## src/rtl/tt_pkg.sv

```systemverilog
package tt_pkg;
  localparam int BUS_W     = 32;
  localparam int CH_STRIDE = 4;
  localparam int SEL_W     = 4;

  localparam int OFS_CLK   = 'h00;
  localparam int OFS_CTRL  = 'h0C;
  localparam int OFS_CNT   = 'h18;
  localparam int OFS_INTV  = 'h24;
  localparam int OFS_MATCH = 'h30;
  localparam int OFS_ISR   = 'h54;
  localparam int OFS_IER   = 'h60;

  // clock control, bit 5 down to bit 0
  typedef struct packed {
    logic             src_sel;
    logic [SEL_W-1:0] div_sel;
    logic             div_en;
  } clk_ctrl_t;

  // counter control, bit 6 down to bit 0
  typedef struct packed {
    logic wave_inv;
    logic wave_off;
    logic restart;
    logic match_en;
    logic spare;
    logic intv_en;
    logic halt;
  } cnt_ctrl_t;

  localparam cnt_ctrl_t CTRL_RST = 7'b010_0001;
endpackage

```

## src/rtl/tt_prescaler.sv

```systemverilog
module tt_prescaler #(
  parameter int SEL_W = 4
) (
  input  logic             clk,
  input  logic             rst_n,
  input  logic             run,
  input  logic             restart,
  input  logic             div_en,
  input  logic [SEL_W-1:0] div_sel,
  output logic             tick
);
  localparam int PW = 1 << SEL_W;
  localparam logic [SEL_W-1:0] TOP_SEL = '1;
  localparam logic [PW-1:0]    ONES    = '1;

  logic [PW-1:0] pc_q, pc_d, limit;
  logic          at_limit;

  always_comb begin
    limit    = ONES >> (TOP_SEL - div_sel);
    at_limit = (pc_q == limit);
    tick     = run && (!div_en || at_limit);
    pc_d     = pc_q;
    if (restart) begin
      pc_d = '0;
    end else if (run && div_en) begin
      pc_d = at_limit ? '0 : pc_q + 1'b1;
    end
  end

  always_ff @(posedge clk or negedge rst_n) begin
    if (!rst_n) pc_q <= '0;
    else        pc_q <= pc_d;
  end
endmodule

```

## src/rtl/tt_channel.sv

```systemverilog
module tt_channel import tt_pkg::*; #(
  parameter int CNT_W = 16
) (
  input  logic             clk,
  input  logic             rst_n,
  input  logic             tick,
  input  logic             restart,
  input  cnt_ctrl_t        ctrl,
  input  logic [CNT_W-1:0] intv,
  input  logic [CNT_W-1:0] match_val,
  output logic [CNT_W-1:0] count,
  output logic             wave,
  output logic             wrap_evt,
  output logic             match_evt
);
  localparam logic [CNT_W-1:0] CNT_MAX = '1;

  logic [CNT_W-1:0] cnt_q, cnt_d;
  logic             wave_q, wave_d, at_top;

  always_comb begin
    cnt_d     = cnt_q;
    wrap_evt  = 1'b0;
    match_evt = 1'b0;
    at_top    = (ctrl.intv_en && cnt_q == intv) || (cnt_q == CNT_MAX);
    if (restart) begin
      cnt_d = '0;
    end else if (!ctrl.halt && tick) begin
      if (at_top) begin
        cnt_d    = '0;
        wrap_evt = 1'b1;
      end else begin
        cnt_d = cnt_q + 1'b1;
      end
      match_evt = ctrl.match_en && (cnt_d == match_val);
    end
    wave_d = !ctrl.wave_off &&
             ((ctrl.match_en && (cnt_d < match_val)) ^ ctrl.wave_inv);
  end

  always_ff @(posedge clk or negedge rst_n) begin
    if (!rst_n) begin
      cnt_q  <= '0;
      wave_q <= 1'b0;
    end else begin
      cnt_q  <= cnt_d;
      wave_q <= wave_d;
    end
  end

  assign count = cnt_q;
  assign wave  = wave_q;
endmodule

```

## src/rtl/tri_timer_pwm.sv

```systemverilog
module tri_timer_pwm import tt_pkg::*; #(
  parameter int CNT_W  = 16,
  parameter int NUM_CH = 3,
  parameter int ADDR_W = 8
) (
  input  logic              clk,
  input  logic              rst_n,
  input  logic              bus_wr,
  input  logic              bus_rd,
  input  logic [ADDR_W-1:0] bus_addr,
  input  logic [BUS_W-1:0]  bus_wdata,
  output logic [BUS_W-1:0]  bus_rdata,
  output logic [NUM_CH-1:0] wave_o,
  output logic [NUM_CH-1:0] irq_o
);
  logic [NUM_CH-1:0][CNT_W-1:0] cnt_all;
  logic [NUM_CH-1:0][1:0]       isr_all, ier_all;
  logic [NUM_CH-1:0]            halt_d, restart_s, wave_off_q, wrap_all;
  logic [NUM_CH-1:0][BUS_W-1:0] ch_rdata;

  for (genvar g = 0; g < NUM_CH; g++) begin : g_ch
    localparam logic [ADDR_W-1:0] A_CLK   = ADDR_W'(OFS_CLK   + CH_STRIDE*g);
    localparam logic [ADDR_W-1:0] A_CTRL  = ADDR_W'(OFS_CTRL  + CH_STRIDE*g);
    localparam logic [ADDR_W-1:0] A_CNT   = ADDR_W'(OFS_CNT   + CH_STRIDE*g);
    localparam logic [ADDR_W-1:0] A_INTV  = ADDR_W'(OFS_INTV  + CH_STRIDE*g);
    localparam logic [ADDR_W-1:0] A_MATCH = ADDR_W'(OFS_MATCH + CH_STRIDE*g);
    localparam logic [ADDR_W-1:0] A_ISR   = ADDR_W'(OFS_ISR   + CH_STRIDE*g);
    localparam logic [ADDR_W-1:0] A_IER   = ADDR_W'(OFS_IER   + CH_STRIDE*g);

    clk_ctrl_t        clk_q, clk_d;
    cnt_ctrl_t        ctrl_q, ctrl_d;
    logic [CNT_W-1:0] intv_q, intv_d, match_q, match_d, count;
    logic [1:0]       isr_q, isr_d, ier_q, ier_d;
    logic             tick, restart, wrap_evt, match_evt, rd_isr;

    // next-state for the channel's registers
    always_comb begin
      clk_d   = clk_q;
      ctrl_d  = ctrl_q;
      intv_d  = intv_q;
      match_d = match_q;
      ier_d   = ier_q;
      restart = 1'b0;
      rd_isr  = bus_rd && (bus_addr == A_ISR);
      if (bus_wr) begin
        if (bus_addr == A_CLK)   clk_d   = clk_ctrl_t'(bus_wdata[5:0]);
        if (bus_addr == A_INTV)  intv_d  = bus_wdata[CNT_W-1:0];
        if (bus_addr == A_MATCH) match_d = bus_wdata[CNT_W-1:0];
        if (bus_addr == A_IER)   ier_d   = bus_wdata[1:0];
        if (bus_addr == A_CTRL) begin
          ctrl_d         = cnt_ctrl_t'(bus_wdata[6:0]);
          restart        = bus_wdata[4];
          ctrl_d.restart = 1'b0;
          ctrl_d.spare   = 1'b0;
        end
      end
      // an event on the clearing edge survives the clear
      isr_d = (rd_isr ? 2'b00 : isr_q) | {match_evt, wrap_evt};
    end

    always_ff @(posedge clk or negedge rst_n) begin
      if (!rst_n) begin
        clk_q   <= '0;
        ctrl_q  <= CTRL_RST;
        intv_q  <= '0;
        match_q <= '0;
        ier_q   <= '0;
        isr_q   <= '0;
      end else begin
        clk_q   <= clk_d;
        ctrl_q  <= ctrl_d;
        intv_q  <= intv_d;
        match_q <= match_d;
        ier_q   <= ier_d;
        isr_q   <= isr_d;
      end
    end

    tt_prescaler #(.SEL_W(SEL_W)) u_div (
      .clk     (clk),
      .rst_n   (rst_n),
      .run     (!ctrl_d.halt),
      .restart (restart),
      .div_en  (clk_d.div_en),
      .div_sel (clk_d.div_sel),
      .tick    (tick)
    );

    tt_channel #(.CNT_W(CNT_W)) u_cnt (
      .clk       (clk),
      .rst_n     (rst_n),
      .tick      (tick),
      .restart   (restart),
      .ctrl      (ctrl_d),
      .intv      (intv_q),
      .match_val (match_q),
      .count     (count),
      .wave      (wave_o[g]),
      .wrap_evt  (wrap_evt),
      .match_evt (match_evt)
    );

    always_comb begin
      ch_rdata[g] = '0;
      if (bus_addr == A_CLK)   ch_rdata[g] = BUS_W'(clk_q);
      if (bus_addr == A_CTRL)  ch_rdata[g] = BUS_W'(ctrl_q);
      if (bus_addr == A_CNT)   ch_rdata[g] = BUS_W'(count);
      if (bus_addr == A_INTV)  ch_rdata[g] = BUS_W'(intv_q);
      if (bus_addr == A_MATCH) ch_rdata[g] = BUS_W'(match_q);
      if (bus_addr == A_ISR)   ch_rdata[g] = BUS_W'(isr_q);
      if (bus_addr == A_IER)   ch_rdata[g] = BUS_W'(ier_q);
    end

    assign irq_o[g]      = |(isr_q & ier_q);
    assign cnt_all[g]    = count;
    assign isr_all[g]    = isr_q;
    assign ier_all[g]    = ier_q;
    assign halt_d[g]     = ctrl_d.halt;
    assign restart_s[g]  = restart;
    assign wave_off_q[g] = ctrl_q.wave_off;
    assign wrap_all[g]   = wrap_evt;
  end

  always_comb begin
    bus_rdata = '0;
    for (int c = 0; c < NUM_CH; c++) begin
      bus_rdata = bus_rdata | ch_rdata[c];
    end
    if (!bus_rd) bus_rdata = '0;
  end
endmodule

```

## config.mk

```make
export PLATFORM = sky130hd
export DESIGN_NAME = tri_timer_pwm
export DESIGN_NICKNAME = d
export VERILOG_FILES = /design/src/rtl/tt_pkg.sv /design/src/rtl/tt_prescaler.sv /design/src/rtl/tt_channel.sv /design/src/rtl/tri_timer_pwm.sv
export SDC_FILE = /design/constraint.sdc
export NUM_CORES = 1
export LEC_CHECK = 0
export BUFFER_PORTS_ARGS = -buffer_cell sky130_fd_sc_hd__buf_2
export CAP_MARGIN = 15
export CORE_MARGIN = 5
export CORE_UTILIZATION = 68
export CTS_CLUSTER_SIZE = 40
export DETAILED_ROUTE_END_ITERATION = 8
export PLACE_DENSITY = 0.87
export SYNTH_ARGS = -nofsm -noshare
export SYNTH_HDL_FRONTEND = slang
export SYNTH_SLANG_ARGS = --single-unit
export TNS_END_PERCENT = 20
```

## constraint.sdc

```tcl
create_clock -name clk -period 14.2 [get_ports clk]
set_input_delay 2.13 -clock clk [delete_from_list [all_inputs] [get_ports clk]]
set_output_delay 2.13 -clock clk [all_outputs]
set_load 0.01 [all_outputs]
```

==> flow_summary_export.csv, run 1 <==
group,metric,value,unit
drt,drt-total-wl,54.8,mm
global_route,grt_overflow,0,
logic_synthesis,yosys.area.top_type,"dfrtp_1",
critical_path,end_kind,"flip-flop",
critical_path,r2r_setup_slack,8.43,ns
global_route,grt_use_met1,50.9,%
logic_synthesis,ys_seq_elements,240,
critical_path,worstRegToRegCells,22,
layout,fillCellCount,1875,
layout,drive_above_1_share,13.8,%
clock_tree,cts_tree,"done",
status,status,"finished, final reports clean",
timing,worst_slew_pin_slew,1.11,ns
logic_synthesis,yosys_warnings,0,
clock_tree,cts_buffer_depth,3,
timing,setup_viol,0,
global_route,grt_use_met2,58.7,%
critical_path,start_kind,"input pin",
global_route,use_met3,6.57,%
critical_path,worstPathArrival,8.63,ns
die,placementRows,58,
drt,drt-initial-drc-count,2229,
layout,multiInputGateArea,10400,sq um
critical_path,crit_path_max_fanout,20,
pwr,p_per_area,127,nW/um^2
layout,final_cells,2301,
logic_synthesis,synth.most_common_cell,"dfrtp_1",
timing,rsz0062_at_grt,"no",
global_route,antenna_found_initial,4,
drt,ant_nets,0,
logic_synthesis,synth_edf_count,0,
timing,period_minus_slack,8.14,ns
placement,io_buffers,49,
placement,hpwl,38.8,mm
logic_synthesis,synth_area_leaders,"dfrtp_1 (34%), mux2_2 (7.7%), xnor2_1 (3.8%)",
drt,firstDrtPassIters,6,
flow_run,maxCapViolations,0,
die,die_w,170,um
die,initial_utilization,68.9,%
clock_tree,clk_latency,0.55,ns
timing,report.final.hold_viol_count,0,
pwr,leakagePower,0.00810,uW
timing,clock.fmax,123,MHz
timing,finalSetupTns,0,ns
clock_tree,htreeDepth,1,
critical_path,r2r_end,"g_ch[2].u_cnt.wave",
drt,drc,0,
layout,nNetsFinal,2041,
logic_synthesis,syn_avg_cell_area,8.73,sq um
logic_synthesis,ys.flop_type,"dfrtp_1",
layout,ff_latch_area,6010,sq um
clock_tree,cts_buffers,29,
timing,relSlewSlack,25.5,%
clock_tree,clkSlewWorstSetupHoldPaths,0.06,ns
timing,timing.final.crit_share,57.3,%
placement,placed_cells,2244,
drt,wl_per_cell,23.8,um
drt,via_count,16200,
min_path,worstHoldPathType,"flip-flop to flip-flop",
layout,area_growth,7.35,%
logic_synthesis,ys_seq_area_share,34.7,%
timing,setup_ws,6.06,ns
global_route,grt_pass1_vias,15500,
critical_path,worstSetupStartpoint,"bus_addr[2]",
timing,finalMaxSlewViolations,0,
die,die_area,28700,sq um
logic_synthesis,netlist_top_cells_count,"dfrtp_1 (234), nor2_1 (169), nand2_1 (163)",
layout,postLayoutCoreUtil,74.0,%
clock_tree,clkSinkCount,240,
clock_tree,postCtsHoldBufs,0,
logic_synthesis,synthArstFlopShare,100,%
critical_path,path_class,"input pin to flip-flop",
pwr,peakVddDrop,105,uV
placement,gp_congestion,0.994,
critical_path,cp.required,14.69,ns
placement,post-place-ws,5.80,ns
global_route,top_usage_layer,"met2",
die,pin_count,82,
global_route,grt.total_usage,37.7,%
critical_path,setup.worst_path.end,"g_ch[2].u_cnt.wave",
logic_synthesis,synth.cell_area,17300,sq um
drt,vias_per_cell,7.02,
logic_synthesis,netlist_instances,1982,
critical_path,r2r-start,"g_ch[2].clk_q[3]",
clock_tree,root_buffer,"clkbuf_16",
global_route,grt_max_degree,118,
die,die_h,170,um
logic_synthesis,ys_types,88,
die,core,25100,sq um
timing,clock_skew,0.00782,ns
logic_synthesis,yosys.area.top_type_share,33.8,%
clock_tree,post_cts_buffers,0,
global_route,grt_pass1_wl,86.9,mm
clock_tree,cts_resized,0,
## metal layers
| metal | routed length (um) | part of all wire [%] |
|---|---|---|
| met4 | 3410 | 6.2 |
| met5 | 31 | 0.057 |
| met3 | 5340 | 9.7 |
| met2 | 24500 | 45 |
| met1 | 21500 | 39 |
## report_power, final
group / leakage (uW) / switching (uW) / internal, uW
clock: 0.000496 / 318 / 492
sequential: 0.00323 / 147 / 751
combinational: 0.00437 / 372 / 282
## placed cells by master (no fill, tap or decap), types with 29 or more instances in the layout
cell type  synthesis  routed
a21oi_1           78      78
nand3_1           61      61
xor2_1            64      64
nand2_1          163     163
ha_1              51      51
dfrtp_1          234     234
xnor2_1           75      75
and3_1            50      50
nand4_1           42      42
inv_1             86      86
a22oi_1           49      49
nor3_1            32      32
mux2_2           119     119
o21ai_0          120     120
nor2_1           169     167
mux2i_1           34      34
clkbuf_16          0      29
buf_2             13      48
a31oi_1           32      32
## how the worst min path moves through the flow
stage | cells past startpoint | from | endpoint
global route | 2 | g_ch[1].clk_q[5] | g_ch[1].clk_q[5]
detailed placement | 2 | g_ch[2].clk_q[5] | g_ch[2].clk_q[5]
CTS | 2 | g_ch[2].clk_q[5] | g_ch[2].clk_q[5]
floorplan | 2 | g_ch[0].clk_q[5] | g_ch[0].clk_q[5]
finish | 2 | g_ch[2].clk_q[5] | g_ch[2].clk_q[5]
global placement | 2 | g_ch[2].clk_q[5] | g_ch[2].clk_q[5]
## cell families after synthesis
group                    share of synthesized area [%]
AO/OA/AOI/OAI                                     19.2
XOR/XNOR                                          7.03
adder cells (fa/ha/maj)                           3.69
buffers and inverters                             5.71
flip-flops                                        34.7
multiplexers                                      9.79
other                                           0.0217
AND/OR/NAND/NOR                                   19.9
## flip-flops by register name, summed over array words and instances (netlist names)
name,count
g_ch.u_cnt.wave,3
g_ch.intv_q,48
g_ch.isr_q,6
g_ch.u_cnt.count,48
g_ch.match_q,48
g_ch.u_div.pc_q,48
g_ch.clk_q,18
g_ch.ctrl_q,15
g_ch.ier_q,6
## through the flow
step,instance area (sq um),power (uW),hold slack (ns)
detailed placement,17500,1530,0.473
finish,18600,2360,0.485
floorplan,17400,1350,0.447
global route,18600,2470,0.536
CTS,18600,2340,0.486
global placement,17500,1500,0.462
## worst max-delay path, stage by stage
cell,delay (ns)
buf_2,0.14
nor4b_1,0.87
nand3_1,0.74
mux2i_1,0.27
or3_1,0.33
a2111o_1,0.43
nor2_1,0.13
a2bb2o_1,0.16
buf_4,0.27
and2_1,0.45
nand3b_1,0.12
a21oi_1,0.26
ha_1,0.29
a21o_1,0.16
a21o_1,0.17
a21o_1,0.16
a21o_1,0.16
a21o_1,0.18
a21o_1,0.17
a211o_1,0.38
or3_1,0.39
o211a_1,0.21
nand2_1,0.05
## final cells by class
class | instances | area share (%)
clock inverters | 18 | 1.28
repair buffers | 70 | 2.22
multi-input cells | 1519 | 55.8
flip-flops and latches | 240 | 32.4
well taps | 330 | 2.22
inverters | 86 | 1.74
clock buffers | 36 | 4.32
diodes | 2 | 0.0269
Note: power is estimated with default switching activity, not from simulation.
==> run 2, diff against run 1 <==
- CORE_UTILIZATION: 68 -> 57
- PLACE_DENSITY: 0.87 -> 0.78
- clock period: 14.2 -> 7.37 ns (I/O delays scaled with it)
==> run 2 against run 1 <==
Compared with the run above: sequential share of layout area down 0.31 points; first-iteration DRC count down 7.9%; utilization down 11 points; register-to-register slack worse by 6.5 ns; final area up 0.98%; count of clock-buffer cells in the layout down 3; combinational power up 93%; sequential power up 93%; hold slack better by 0.00065 ns; die area up 18%; via count down 0.14%; worst setup slack worse by 5.0 ns.
==> flow_summary_export.csv, run 2 (synthesized netlist as in run 1, its figures left out) <==
group,metric,value,unit
critical_path,crit_path_cell_trace,"buf_2 -> or4_1 -> buf_4 -> nor3_2 -> o22ai_1 -> or4b_2 -> a311oi_2 -> a31oi_4 -> nand2b_4 -> or3_1 -> a21oi_1 -> ha_1 -> a21o_1 -> a21o_1 -> a21oi_1 -> nor2b_1 -> o21ai_0 -> nand2b_1 -> a31oi_1 -> or2_2 -> o311a_1 -> o211ai_1",
clock_tree,cts_buffers,28,
timing,period_minus_slack,6.32,ns
layout,area_growth,8.40,%
placement,gp_congestion,1.01,
die,placementRows,63,
critical_path,end_kind,"flip-flop",
die,initial_utilization,58.1,%
drt,drc,0,
clock_tree,clkSlewWorstSetupHoldPaths,0.06,ns
global_route,grt.total_usage,32.0,%
drt,wl_per_cell,23.4,um
die,die_h,184,um
die,core,29800,sq um
drt,firstDrtPassIters,7,
layout,multiInputGateArea,10400,sq um
global_route,grt_pass1_vias,15400,
placement,io_buffers,49,
drt,drt-initial-drc-count,2053,
clock_tree,cts_resized,0,
clock_tree,clkSinkCount,240,
critical_path,start_kind,"input pin",
critical_path,worstPathArrival,6.75,ns
global_route,grt_pass1_wl,87.0,mm
timing,clock.fmax,158,MHz
clock_tree,root_buffer,"clkbuf_16",
pwr,peakVddDrop,227,uV
critical_path,path_class,"input pin to flip-flop",
layout,fillCellCount,2524,
pwr,leakagePower,0.00818,uW
critical_path,max_stage_delay,0.82,ns
critical_path,crit_path_max_fanout,23,
clock_tree,post_cts_buffers,0,
layout,nNetsFinal,2056,
min_path,hold_end,"g_ch[2].clk_q[5]",
die,die_w,184,um
critical_path,r2r-start,"g_ch[2].clk_q[3]",
min_path,holdPathStages,2,
timing,timing.final.crit_share,85.8,%
global_route,antenna_found_initial,1,
clock_tree,clk_latency,0.57,ns
global_route,grt_max_degree,147,
timing,rsz0062_at_grt,"no",
layout,n_antenna_cell,0,
timing,finalSetupTns,0,ns
die,die_area,34000,sq um
clock_tree,cts_tree,"done",
layout,final_common_cell,"dfrtp_1",
critical_path,cp.required,7.80,ns
flow_run,maxCapViolations,0,
drt,ant_nets,0,
timing,clock_skew,0.0198,ns
clock_tree,cts_buffer_depth,3,
global_route,grt_overflow,0,
timing,setup_viol,0,
critical_path,r2r_setup_slack,1.97,ns
critical_path,worstRegToRegCells,21,
critical_path,slowest_stage,"or4_1",
placement,hpwl,39.7,mm
layout,mostFrequentLayoutCells,"dfrtp_1 (234), nor2_1 (166), nand2_1 (163), o21ai_0 (120), mux2_2 (119)",
status,status,"finished, final reports clean",
layout,ff_latch_area,6010,sq um
min_path,hold_start,"g_ch[2].clk_q[5]",
timing,worst_slew_pin_slew,1.14,ns
min_path,worstHoldPathType,"flip-flop to flip-flop",
die,pin_count,82,
drt,via_count,16100,
timing,finalMaxSlewViolations,0,
layout,drive_above_1_share,14.5,%
clock_tree,postCtsHoldBufs,0,
timing,relSlewSlack,24.2,%
pwr,finalPower,4520,uW
critical_path,r2r_end,"g_ch[2].u_cnt.wave",
drt,vias_per_cell,6.80,
timing,report.final.hold_viol_count,0,
drt,drt-total-wl,55.5,mm
pwr,p_per_area,241,nW/um^2
clock_tree,htreeDepth,1,
## run 2: changes by cell type in the layout (fill, tap and decap cells not counted), moves of 2 or more
cell / before / now
clkbuf_1: 2 / 0
clkinvlp_4: 6 / 3
buf_4: 21 / 35
diode_2: 2 / 0
clkinv_2: 5 / 8
inv_6: 2 / 0
## run 2: area by class of cell
class	count	area share, %
Clock buffer	33	4.10
Clock inverter	19	1.33
Sequential cell	240	32.0
Tap cell	390	2.60
Multi-Input combinational cell	1519	55.3
Inverter	86	1.72
Timing Repair Buffer	86	2.89
## run 2: worst max-delay path: cells and delay by family
family | cells | cell delay, ns
AO/OA/AOI/OAI | 11 | 2.18
buffers and inverters | 2 | 0.43
AND/OR/NAND/NOR | 8 | 2.72
adder cells (fa/ha/maj) | 1 | 0.30
## run 2: worst max path at each step
stage / start / to / cells after the start
finish: bus_addr[6] / g_ch[0].u_cnt.wave / 22
global route: bus_addr[6] / g_ch[2].u_cnt.wave / 23
CTS: bus_addr[6] / g_ch[0].u_cnt.wave / 22
detailed placement: bus_addr[6] / g_ch[2].u_cnt.wave / 22
global placement: bus_addr[6] / g_ch[0].u_cnt.wave / 22
floorplan: bus_addr[6] / g_ch[2].u_cnt.wave / 24
## run 2: stage by stage
| stage | util [%] | hold WS [ns] | instance area (sq um) | cells | setup slack (ns) |
|---|---|---|---|---|---|
| after global placement | 59.5 | 0.463 | 17700 | 2319 | 0.667 |
| final | 63.0 | 0.486 | 18800 | 2373 | 1.05 |
| after floorplan | - | 0.447 | 17400 | 1997 | 1.44 |
| after global routing | 63.0 | 0.518 | 18800 | 2373 | 0.606 |
| after detailed placement | 59.5 | 0.476 | 17700 | 2319 | 0.579 |
| after CTS | 62.9 | 0.491 | 18800 | 2371 | 1.13 |
## run 2: power by group
part	internal, uW	leakage, uW	switching (uW)
Sequential	1450	0.00323	286
Clock	924	0.000500	608
Combinational	548	0.00445	710
## run 2: layer usage
layer,global-route usage [%],wire length (um),vias up,part of all wire [%]
li1,-,-,7213,-
met1,44.4,23100,7922,42
met3,4.09,4290,175,7.7
met2,49.8,25000,829,45
met4,15.4,3060,2,5.5
met5,0,14,-,0.025
